`src/rtl/fdm_pkg.sv`:
```
package fdm_pkg;
    localparam int DEF_FU_N  = 8;
    localparam int DEF_REG_N = 32;
endpackage

```
`src/rtl/fdm_row.sv`:
```
module fdm_row #(
    parameter int REG_N = fdm_pkg::DEF_REG_N
) (
    input  logic             clk,
    input  logic             rst_n,
    input  logic             load,
    input  logic             retire,
    input  logic [REG_N-1:0] src_vec,
    input  logic [REG_N-1:0] dst_vec,
    input  logic [REG_N-1:0] kill_vec,
    output logic             busy,
    output logic [REG_N-1:0] need_rd,
    output logic [REG_N-1:0] need_wr,
    output logic [REG_N-1:0] newest
);
    typedef struct packed {
        logic             busy;
        logic [REG_N-1:0] nr;
        logic [REG_N-1:0] nw;
        logic [REG_N-1:0] lw;
    } row_t;

    row_t row_d, row_q;

    always_comb begin
        row_d = row_q;
        if (retire && row_q.busy) begin
            row_d = '0;
        end else if (load) begin
            row_d.busy = 1'b1;
            row_d.nr   = src_vec;
            row_d.nw   = dst_vec;
            row_d.lw   = dst_vec;
        end else begin
            row_d.lw = row_q.lw & ~kill_vec;
        end
    end

    always_ff @(posedge clk or negedge rst_n) begin
        if (!rst_n) row_q <= '0;
        else        row_q <= row_d;
    end

    assign busy    = row_q.busy;
    assign need_rd = row_q.nr;
    assign need_wr = row_q.nw;
    assign newest  = row_q.lw;

    // a retiring busy row is empty on the next cycle
    p_retire_clear_r6: assert property (@(posedge clk) disable iff (!rst_n)
        (retire && busy) |=> (!busy && newest == '0 && need_wr == '0));

    // a loaded row is busy with the issued destination
    p_load_busy_r2: assert property (@(posedge clk) disable iff (!rst_n)
        load |=> (busy && need_wr == $past(dst_vec)));

    // the newest-writer mark never sits outside the row's destinations
    p_mark_in_dst_r3: assert property (@(posedge clk) disable iff (!rst_n)
        (newest & ~need_wr) == '0);
endmodule

```
`src/rtl/fdm_wait_sel.sv`:
```
module fdm_wait_sel #(
    parameter int FU_N  = fdm_pkg::DEF_FU_N,
    parameter int REG_N = fdm_pkg::DEF_REG_N
) (
    input  logic [FU_N-1:0][REG_N-1:0] mark_rows,
    input  logic [REG_N-1:0]           src_vec,
    input  logic [FU_N-1:0]            exclude,
    output logic [FU_N-1:0]            wait_on
);
    for (genvar f = 0; f < FU_N; f++) begin : g_fu
        assign wait_on[f] = (|(mark_rows[f] & src_vec)) & ~exclude[f];
    end
endmodule

```
`src/rtl/fu_reg_dep_matrix.sv`:
```
module fu_reg_dep_matrix #(
    parameter int FU_N  = fdm_pkg::DEF_FU_N,
    parameter int REG_N = fdm_pkg::DEF_REG_N
) (
    input  logic             clk,
    input  logic             rst_n,
    input  logic             iss_valid,
    input  logic [FU_N-1:0]  iss_fu,
    input  logic [REG_N-1:0] iss_src_a,
    input  logic [REG_N-1:0] iss_src_b,
    input  logic [REG_N-1:0] iss_dst,
    input  logic [FU_N-1:0]  wb_fu,
    output logic             iss_stall,
    output logic [FU_N-1:0]  wait_a,
    output logic [FU_N-1:0]  wait_b,
    output logic [REG_N-1:0] rd_pending,
    output logic [REG_N-1:0] wr_pending,
    output logic [FU_N-1:0]  fu_busy
);
    logic [FU_N-1:0][REG_N-1:0] nr_rows, nw_rows, lw_rows;
    logic                       accept;
    logic [REG_N-1:0]           kill_vec;

    assign iss_stall = iss_valid && ((iss_fu & fu_busy) != '0);
    assign accept    = iss_valid && (iss_fu != '0) && !iss_stall;
    assign kill_vec  = accept ? iss_dst : '0;

    for (genvar f = 0; f < FU_N; f++) begin : g_row
        fdm_row #(.REG_N(REG_N)) u_row (
            .clk      (clk),
            .rst_n    (rst_n),
            .load     (accept && iss_fu[f]),
            .retire   (wb_fu[f]),
            .src_vec  (iss_src_a | iss_src_b),
            .dst_vec  (iss_dst),
            .kill_vec (kill_vec),
            .busy     (fu_busy[f]),
            .need_rd  (nr_rows[f]),
            .need_wr  (nw_rows[f]),
            .newest   (lw_rows[f])
        );
    end

    fdm_wait_sel #(.FU_N(FU_N), .REG_N(REG_N)) u_wait_a (
        .mark_rows (lw_rows),
        .src_vec   (iss_src_a),
        .exclude   (wb_fu),
        .wait_on   (wait_a)
    );

    fdm_wait_sel #(.FU_N(FU_N), .REG_N(REG_N)) u_wait_b (
        .mark_rows (lw_rows),
        .src_vec   (iss_src_b),
        .exclude   (wb_fu),
        .wait_on   (wait_b)
    );

    always_comb begin
        rd_pending = '0;
        wr_pending = '0;
        for (int f = 0; f < FU_N; f++) begin
            rd_pending = rd_pending | nr_rows[f];
            wr_pending = wr_pending | nw_rows[f];
        end
    end

    for (genvar r = 0; r < REG_N; r++) begin : g_col
        logic [FU_N-1:0] col;
        always_comb begin
            for (int f = 0; f < FU_N; f++) col[f] = lw_rows[f][r];
        end

        // one newest writer per register column
        p_col_onehot_r3: assert property (@(posedge clk) disable iff (!rst_n)
            $onehot0(col));

        // an accepted destination moves the mark to the issuing unit
        p_mark_moves_r3: assert property (@(posedge clk) disable iff (!rst_n)
            (accept && iss_dst[r]) |=> (col == $past(iss_fu)));
    end

    // each wait vector names at most one unit
    p_wait_onehot_r4: assert property (@(posedge clk) disable iff (!rst_n)
        $onehot0(wait_a) && $onehot0(wait_b));

    // a stalled issue with no write-back leaves the busy set unchanged
    p_stall_hold_r7: assert property (@(posedge clk) disable iff (!rst_n)
        (iss_stall && wb_fu == '0) |=> (fu_busy == $past(fu_busy)));

    // no request and no write-back keeps the pending vectors
    p_idle_hold_r8: assert property (@(posedge clk) disable iff (!rst_n)
        (!iss_valid && wb_fu == '0) |=> ($stable(rd_pending) && $stable(wr_pending)));
endmodule

```
`config.mk`:
```
export PLATFORM = sky130hd
export DESIGN_NAME = fu_reg_dep_matrix
export DESIGN_NICKNAME = d
export VERILOG_FILES = /design/src/rtl/fdm_pkg.sv /design/src/rtl/fdm_row.sv /design/src/rtl/fdm_wait_sel.sv /design/src/rtl/fu_reg_dep_matrix.sv
export SDC_FILE = /design/constraint.sdc
export NUM_CORES = 1
export LEC_CHECK = 0
export ABC_AREA = 1
export BUFFER_PORTS_ARGS = -buffer_cell sky130_fd_sc_hd__buf_4
export CAP_MARGIN = 20
export CORE_MARGIN = 2
export CORE_UTILIZATION = 31
export DETAILED_ROUTE_END_ITERATION = 8
export HOLD_SLACK_MARGIN = 0.02
export PLACE_DENSITY = 0.43
export SYNTH_ARGS = -nofsm -noshare
export SYNTH_HDL_FRONTEND = slang
export SYNTH_SLANG_ARGS = --single-unit
```
`constraint.sdc`:
```
create_clock -name clk -period 2 [get_ports clk]
set_input_delay 0 -clock clk [delete_from_list [all_inputs] [get_ports clk]]
set_output_delay 0 -clock clk [all_outputs]
set_load 0.02 [all_outputs]
```
==> results of run 1 <==
[stage by stage]
step | cell area (um^2) | total power [mW]
after global routing | 48000 | 81.4
after detailed placement | 41800 | 55.0
final | 48000 | 76.7
after floorplan | 37800 | 43.1
after CTS | 47000 | 75.6
after global placement | 41800 | 54.6
[state kept, by name, summed over array words and instances (netlist names)]
signal,flops
g_row.u_row.busy,8
g_row.u_row.need_rd,256
g_row.u_row.need_wr,256
g_row.u_row.newest,256
[cells by family (layout without fill, tap and decap cells)]
group,count (synthesis),in the layout,synth area share
AOI/OAI and AO/OA,689,689,0.0934
buffers and inverters,624,971,0.0812
and+or+nand+nor,2678,2678,0.312
other,0,1,0
DFF,776,776,0.513
[area by class of cell]
class	count	area, um^2	share of cell area
clock buffer	142	2830	0.0589
antenna	1	2.50	0.0000521
sequential	776	19400	0.405
inverter	246	923	0.0192
clock inverter	33	598	0.0125
timing repair buffer	550	5890	0.123
tap	1625	2030	0.0424
multi-input combinational	3367	16300	0.340
[cell usage in the layout (no fill, tap or decap), drive strengths merged]
master	netlist	final
a21oi	285	285
diode	0	1
o21ai	349	349
a22o	1	1
clkbuf	165	153
o22ai	46	46
bufbuf	0	1
clkinv	0	15
bufinv	0	11
nor3	32	32
nand3	1038	1038
nand4	9	9
dfrtp	776	776
o21a	8	8
nor2	476	476
nand2	1027	1027
clkinvlp	0	4
nor4	96	96
inv	246	249
buf	213	427
dlygate4sd3	0	111
[worst max-delay path, delay by kind of cell, from the launching register on]
kind	cells	cell delay, ns
simple gates	5	0.76
flops	1	0.40
buf+inv	1	0.15
compound gates	1	0.11
[where the power goes]
| group | internal, mW | total (mW) | switching [mW] |
|---|---|---|---|
| Sequential | 22.4 | 26.3 | 3.95 |
| Combinational | 11.8 | 31.4 | 19.6 |
| Clock | 11.3 | 19.0 | 7.68 |
[final timing paths]
path                                            startpoint                         end  slack [ns]  cells after the start
max in group asynchronous                            rst_n    g_row[5].u_row.newest[5]        0.88                      5
worst min-delay path                              wb_fu[4]   g_row[4].u_row.need_rd[5]        0.05                      4
worst max-delay path             g_row[7].u_row.newest[13]                   wait_b[7]       -0.12                      7
worst max register to register         g_row[6].u_row.busy    g_row[5].u_row.newest[0]        0.07                     10
worst min register to register  g_row[5].u_row.need_wr[22]  g_row[5].u_row.need_wr[22]        0.50                      2
min in group asynchronous                            rst_n  g_row[0].u_row.need_rd[10]        0.56                      4
[per-layer routing]
layer | wire (um) | share of wire | vias to the layer above | global-route usage
met5 | 0 | 0 | - | 0
met4 | 4190 | 0.025 | 0 | 0.0689
met3 | 9420 | 0.057 | 222 | 0.0307
met2 | 78100 | 0.47 | 1238 | 0.417
met1 | 74900 | 0.45 | 17800 | 0.362
li1 | - | - | 16452 | -
[repair_timing]
action | 4_1_cts | 5_1_grt
endpoints found under the hold margin | 1536 | 0
hold buffers | 112 | 0
setup buffers | 8 | 26
gates resized for setup | 191 | 153
cloned | 1 | 12
setup endpoints to repair | 17 | 246
pin swaps | 90 | 114
==> results_dict.tcl, run 1 <==
set metrics [dict create \
    finalWeightedCongestion 0.877 \
    worst_path_max_delay_cell "dfrtp_1" \
    slew_headroom 0.549 \
    syn_nets 4882 \
    skew_ns 0.0376 \
    ant_nets 0 \
    ys.flop_type "dfrtp_1" \
    fin_crit_ns 2.12 \
    synth_seq_cells 776 \
    synth_top_area_cell "dfrtp_1" \
    status "complete, but fails checks" \
    synth_top_cell_area_share 0.513 \
    insertion_delay_ns 0.70 \
    fin_nets 5152 \
    cts-buffers-inserted 96 \
    grt_pass1_vias 34496 \
    yosysWarningCount 0 \
    die_w_um 353 \
    ir_drop_mv 0.790 \
    synth.avg_cell_area_um2 7.94 \
    coreArea_mm2 0.121 \
    synth_area_leaders "dfrtp_1 51%, nand3_1 14%, nand2_1 10%, nor2_1 4.6%, o21ai_0 4.1%" \
    grt_setup_unrepaired "yes" \
    drive_gt1_frac 0.162 \
    hold_ws_ns 0.0525 \
    vias 35712 \
    start_util 0.312 \
    setup.worst_path.class "reg -> out" \
    root_buffer "clkbuf_16" \
    post-place-ws_ns 0.111 \
    place_inst 6405 \
    crit_fanout 3 \
    grt_use_total 0.257 \
    grt_max_degree 97 \
    synth_edf_count 0 \
    crit_required_ns 2.00 \
    clock-sinks 776 \
    hold_path.class "in -> reg" \
    wl_mm 167 \
    fin_util 0.395 \
    portBuffers 203 \
    setup_viol 10 \
    first_pass_iters 5 \
    arrival_ns 2.12 \
    synth.most_common_cell "nand3_1" \
    synth_cell_type_count 28 \
    place_hpwl_mm 110 \
    cts_tree "done" \
    cts.path.max_buffers 3 \
    final_cells 6740 \
    hold_viol 0 \
    power.density_mw_per_mm2 1600 \
    syn_to_final_growth_pct 26.9 \
    syn_area_mm2 0.0378 \
    synth_cells 4767 \
    antenna_found_initial 1 \
    worst_pin_slew_ns 0.676 \
    period_share 1.06 \
    vias_per_cell 5.30 \
    fillers 12681 \
    grt.overflow.total 0 \
    maxCapViolCount 0 \
    grt_pass1_wl_mm 241 \
    htree_levels 3 \
    pin_count 204 \
    setup_tns_ns -0.387 \
    drc 0 \
    dieArea_mm2 0.125 \
    maxSlewViolCount 0 \
    clock.fmax_mhz 472 \
    synth_common_cells "1,038 x nand3_1, 1,017 x nand2_1, 776 x dfrtp_1" \
    yosysSeqAreaShare 0.513 \
    start_kind "register" \
    critPathMaxStageDelay_ns 0.40 \
    clk_pin_slew_ns 0.06 \
    die_h_um 353 \
    failed_checks "negative setup slack" \
    worst_setup_path_end_kind "output port" \
    async_flop_share 1.00 \
    finalWorstSetupSlack_ns -0.119 \
    drt-initial-drc-count 3525 \
    p_leak_nw 24.0 \
    num_rows 128 \
    crit_path_cell_trace "nand2_1 > nand2_2 > nor2_4 > nand4_1 > nor2_2 > a21oi_4 > buf_6" \
    wl_per_cell_um 24.7 \
]
No activity file was read; power rests on OpenSTA's default activity.
==> inputs of run 2 (changes only) <==
REMOVE_ABC_BUFFERS = 1   (was unset)
==> results_dict.tcl, run 2 (synthesized netlist as in run 1, its figures left out) <==
set metrics [dict create \
    finalWorstSetupSlack_ns -0.238 \
    worst_path_max_delay_cell "dfrtp_1" \
    grt_setup_unrepaired "yes" \
    status "complete, but fails checks" \
    rrSetupSlack_ns -0.01 \
    drt-initial-drc-count 3914 \
    p_leak_nw 24.3 \
    hp-start "wb_fu[0]" \
    hold_path.class "in -> reg" \
    htree_levels 3 \
    setup_tns_ns -1.74 \
    fillers 12440 \
    period_share 1.12 \
    hold_end "g_row[0].u_row.need_wr[0]" \
    sw_frac_of_total 0.413 \
    place_hpwl_mm 105 \
    cts.path.max_buffers 3 \
    dieArea_mm2 0.125 \
    multi_input_area_mm2 0.0166 \
    drc 0 \
    maxCapViolCount 0 \
    layout_common_cells "982 x nand2_1, 955 x nand3_1, 775 x dfrtp_1, 416 x nor2_1, 275 x buf_4" \
    pwr-share-comb 0.431 \
    crit_fanout 3 \
    hold_viol 0 \
    clock_power_share 0.227 \
    wl_per_cell_um 26.4 \
    vias 36657 \
    maxSlewViolCount 0 \
    slew_headroom 0.435 \
    rr_worst_depth 13 \
    placed_cell_area_mm2 0.0418 \
    arrival_ns 2.24 \
    clock.fmax_mhz 447 \
    worst_setup_path_end_kind "output port" \
    clock-sinks 776 \
    antenna_found_initial 9 \
    finalPower_mw 77.4 \
    num_rows 128 \
    r2r-end "g_row[7].u_row.newest[27]" \
    coreArea_mm2 0.121 \
    grt.overflow.total 0 \
    critPathMaxStageDelay_ns 0.42 \
    power_frac_seq 0.342 \
    grt_pass1_vias 34665 \
    die_h_um 353 \
    post-place-ws_ns 0.127 \
    hold_path_depth 4 \
    final_cell_area_mm2 0.0490 \
    fin_crit_ns 2.24 \
    grt_use_total 0.258 \
    worst_pin_slew_ns 0.847 \
    wl_mm 179 \
    crit_path_frequent_cell "nand2_1" \
    r2r_start "g_row[2].u_row.busy" \
    die_w_um 353 \
    cts-buffers-inserted 93 \
    portBuffers 203 \
    intPower_mw 45.4 \
    pin_count 204 \
    power.density_mw_per_mm2 1580 \
    cts_tree "done" \
    grt_max_degree 89 \
    drive_gt1_frac 0.172 \
    skew_ns 0.0287 \
    failed_checks "negative setup slack" \
    ant_nets 0 \
    root_buffer "clkbuf_16" \
    seq_area_mm2 0.0194 \
    fin_nets 5186 \
    vias_per_cell 5.42 \
    start_kind "register" \
    crit_path_cell_trace "nand2_1 > nand2_1 > nor2_1 > nand4_1 > nor2_4 > a21oi_4 > buf_6" \
    ir_drop_mv 0.749 \
    final_common_cell "nand2_1" \
    grt_pass1_wl_mm 242 \
    setup.worst_path.class "reg -> out" \
    first_pass_iters 6 \
    syn_to_final_growth_pct 29.6 \
    p_switching_mw 32.0 \
    finalWeightedCongestion 0.880 \
    clk_pin_slew_ns 0.06 \
    crit_required_ns 2.00 \
    insertion_delay_ns 0.69 \
    hold_ws_ns 0.103 \
    setup_viol 18 \
    start_util 0.312 \
]
run 2: changes by cell type in the layout (fill, tap and decap cells not counted), sizes merged, moves of 2 or more:
cell,before,now
buf,427,436
bufinv,11,8
clkbuf,153,172
clkinvlp,4,2
diode,1,3
inv,249,247
run 2: layout make-up:
| type | instances | area share |
|---|---|---|
| Clock buffer | 133 | 0.0555 |
| Multi-Input combinational cell | 3368 | 0.338 |
| Tap cell | 1625 | 0.0415 |
| Antenna cell | 3 | 0.000153 |
| Clock inverter | 27 | 0.00702 |
| Timing Repair Buffer | 586 | 0.143 |
| Inverter | 246 | 0.0188 |
| Sequential cell | 776 | 0.396 |
run 2: power groups by stage:
stage / Combinational [mW] / Sequential, mW / Clock [mW]
after floorplan: 16.4 / 25.4 / 0
after global placement: 28.4 / 26.6 / 0
after detailed placement: 28.8 / 26.6 / 0
after CTS: 30.1 / 26.4 / 17.8
after global routing: 36.1 / 27.3 / 18.5
final: 33.4 / 26.5 / 17.6
run 2: routing by layer:
layer / wire (um) / GRT usage / share of wire / vias to the layer above
met5: 57 / 0 / 0.00032 / -
met4: 4690 / 0.0677 / 0.026 / 8
met3: 14100 / 0.0349 / 0.079 / 256
met2: 81500 / 0.410 / 0.46 / 1557
met1: 78400 / 0.369 / 0.44 / 18308
li1: - / - / - / 16528
run 2: what timing repair did:
item                                     CTS  global route
hold buffers                             112             0
endpoints found under the setup margin    19           296
hold endpoints to repair                1547             0
gates cloned                               0            57
resized for setup                        165           227
pin swaps                                 71           138
setup buffers                              4            43
run 2: worst max path at each step:
| stage | startpoint | to | slack [ns] |
|---|---|---|---|
| after floorplan | g_row[2].u_row.busy | g_row[7].u_row.need_rd[0] | -3.96 |
| after global placement | g_row[3].u_row.newest[26] | wait_b[3] | 0.14 |
| after detailed placement | g_row[6].u_row.busy | g_row[7].u_row.newest[11] | 0.13 |
| after CTS | g_row[1].u_row.newest[23] | wait_a[1] | -0.30 |
| after global routing | g_row[3].u_row.newest[23] | wait_b[3] | -0.32 |
| final | g_row[3].u_row.newest[20] | wait_b[3] | -0.24 |
run 2: critical path, delay by kind of cell, from the launching register on:
family,cells,cell delay (ns)
AOI/OAI and AO/OA,1,0.11
buffers and inverters,1,0.14
DFF,1,0.42
and+or+nand+nor,5,0.89
run 2: through the flow:
step                utilization  instances
global route              0.404       6762
global placement          0.345       6392
CTS                       0.384       6663
floorplan                     -       4389
detailed placement        0.345       6392
finish                    0.404       6764
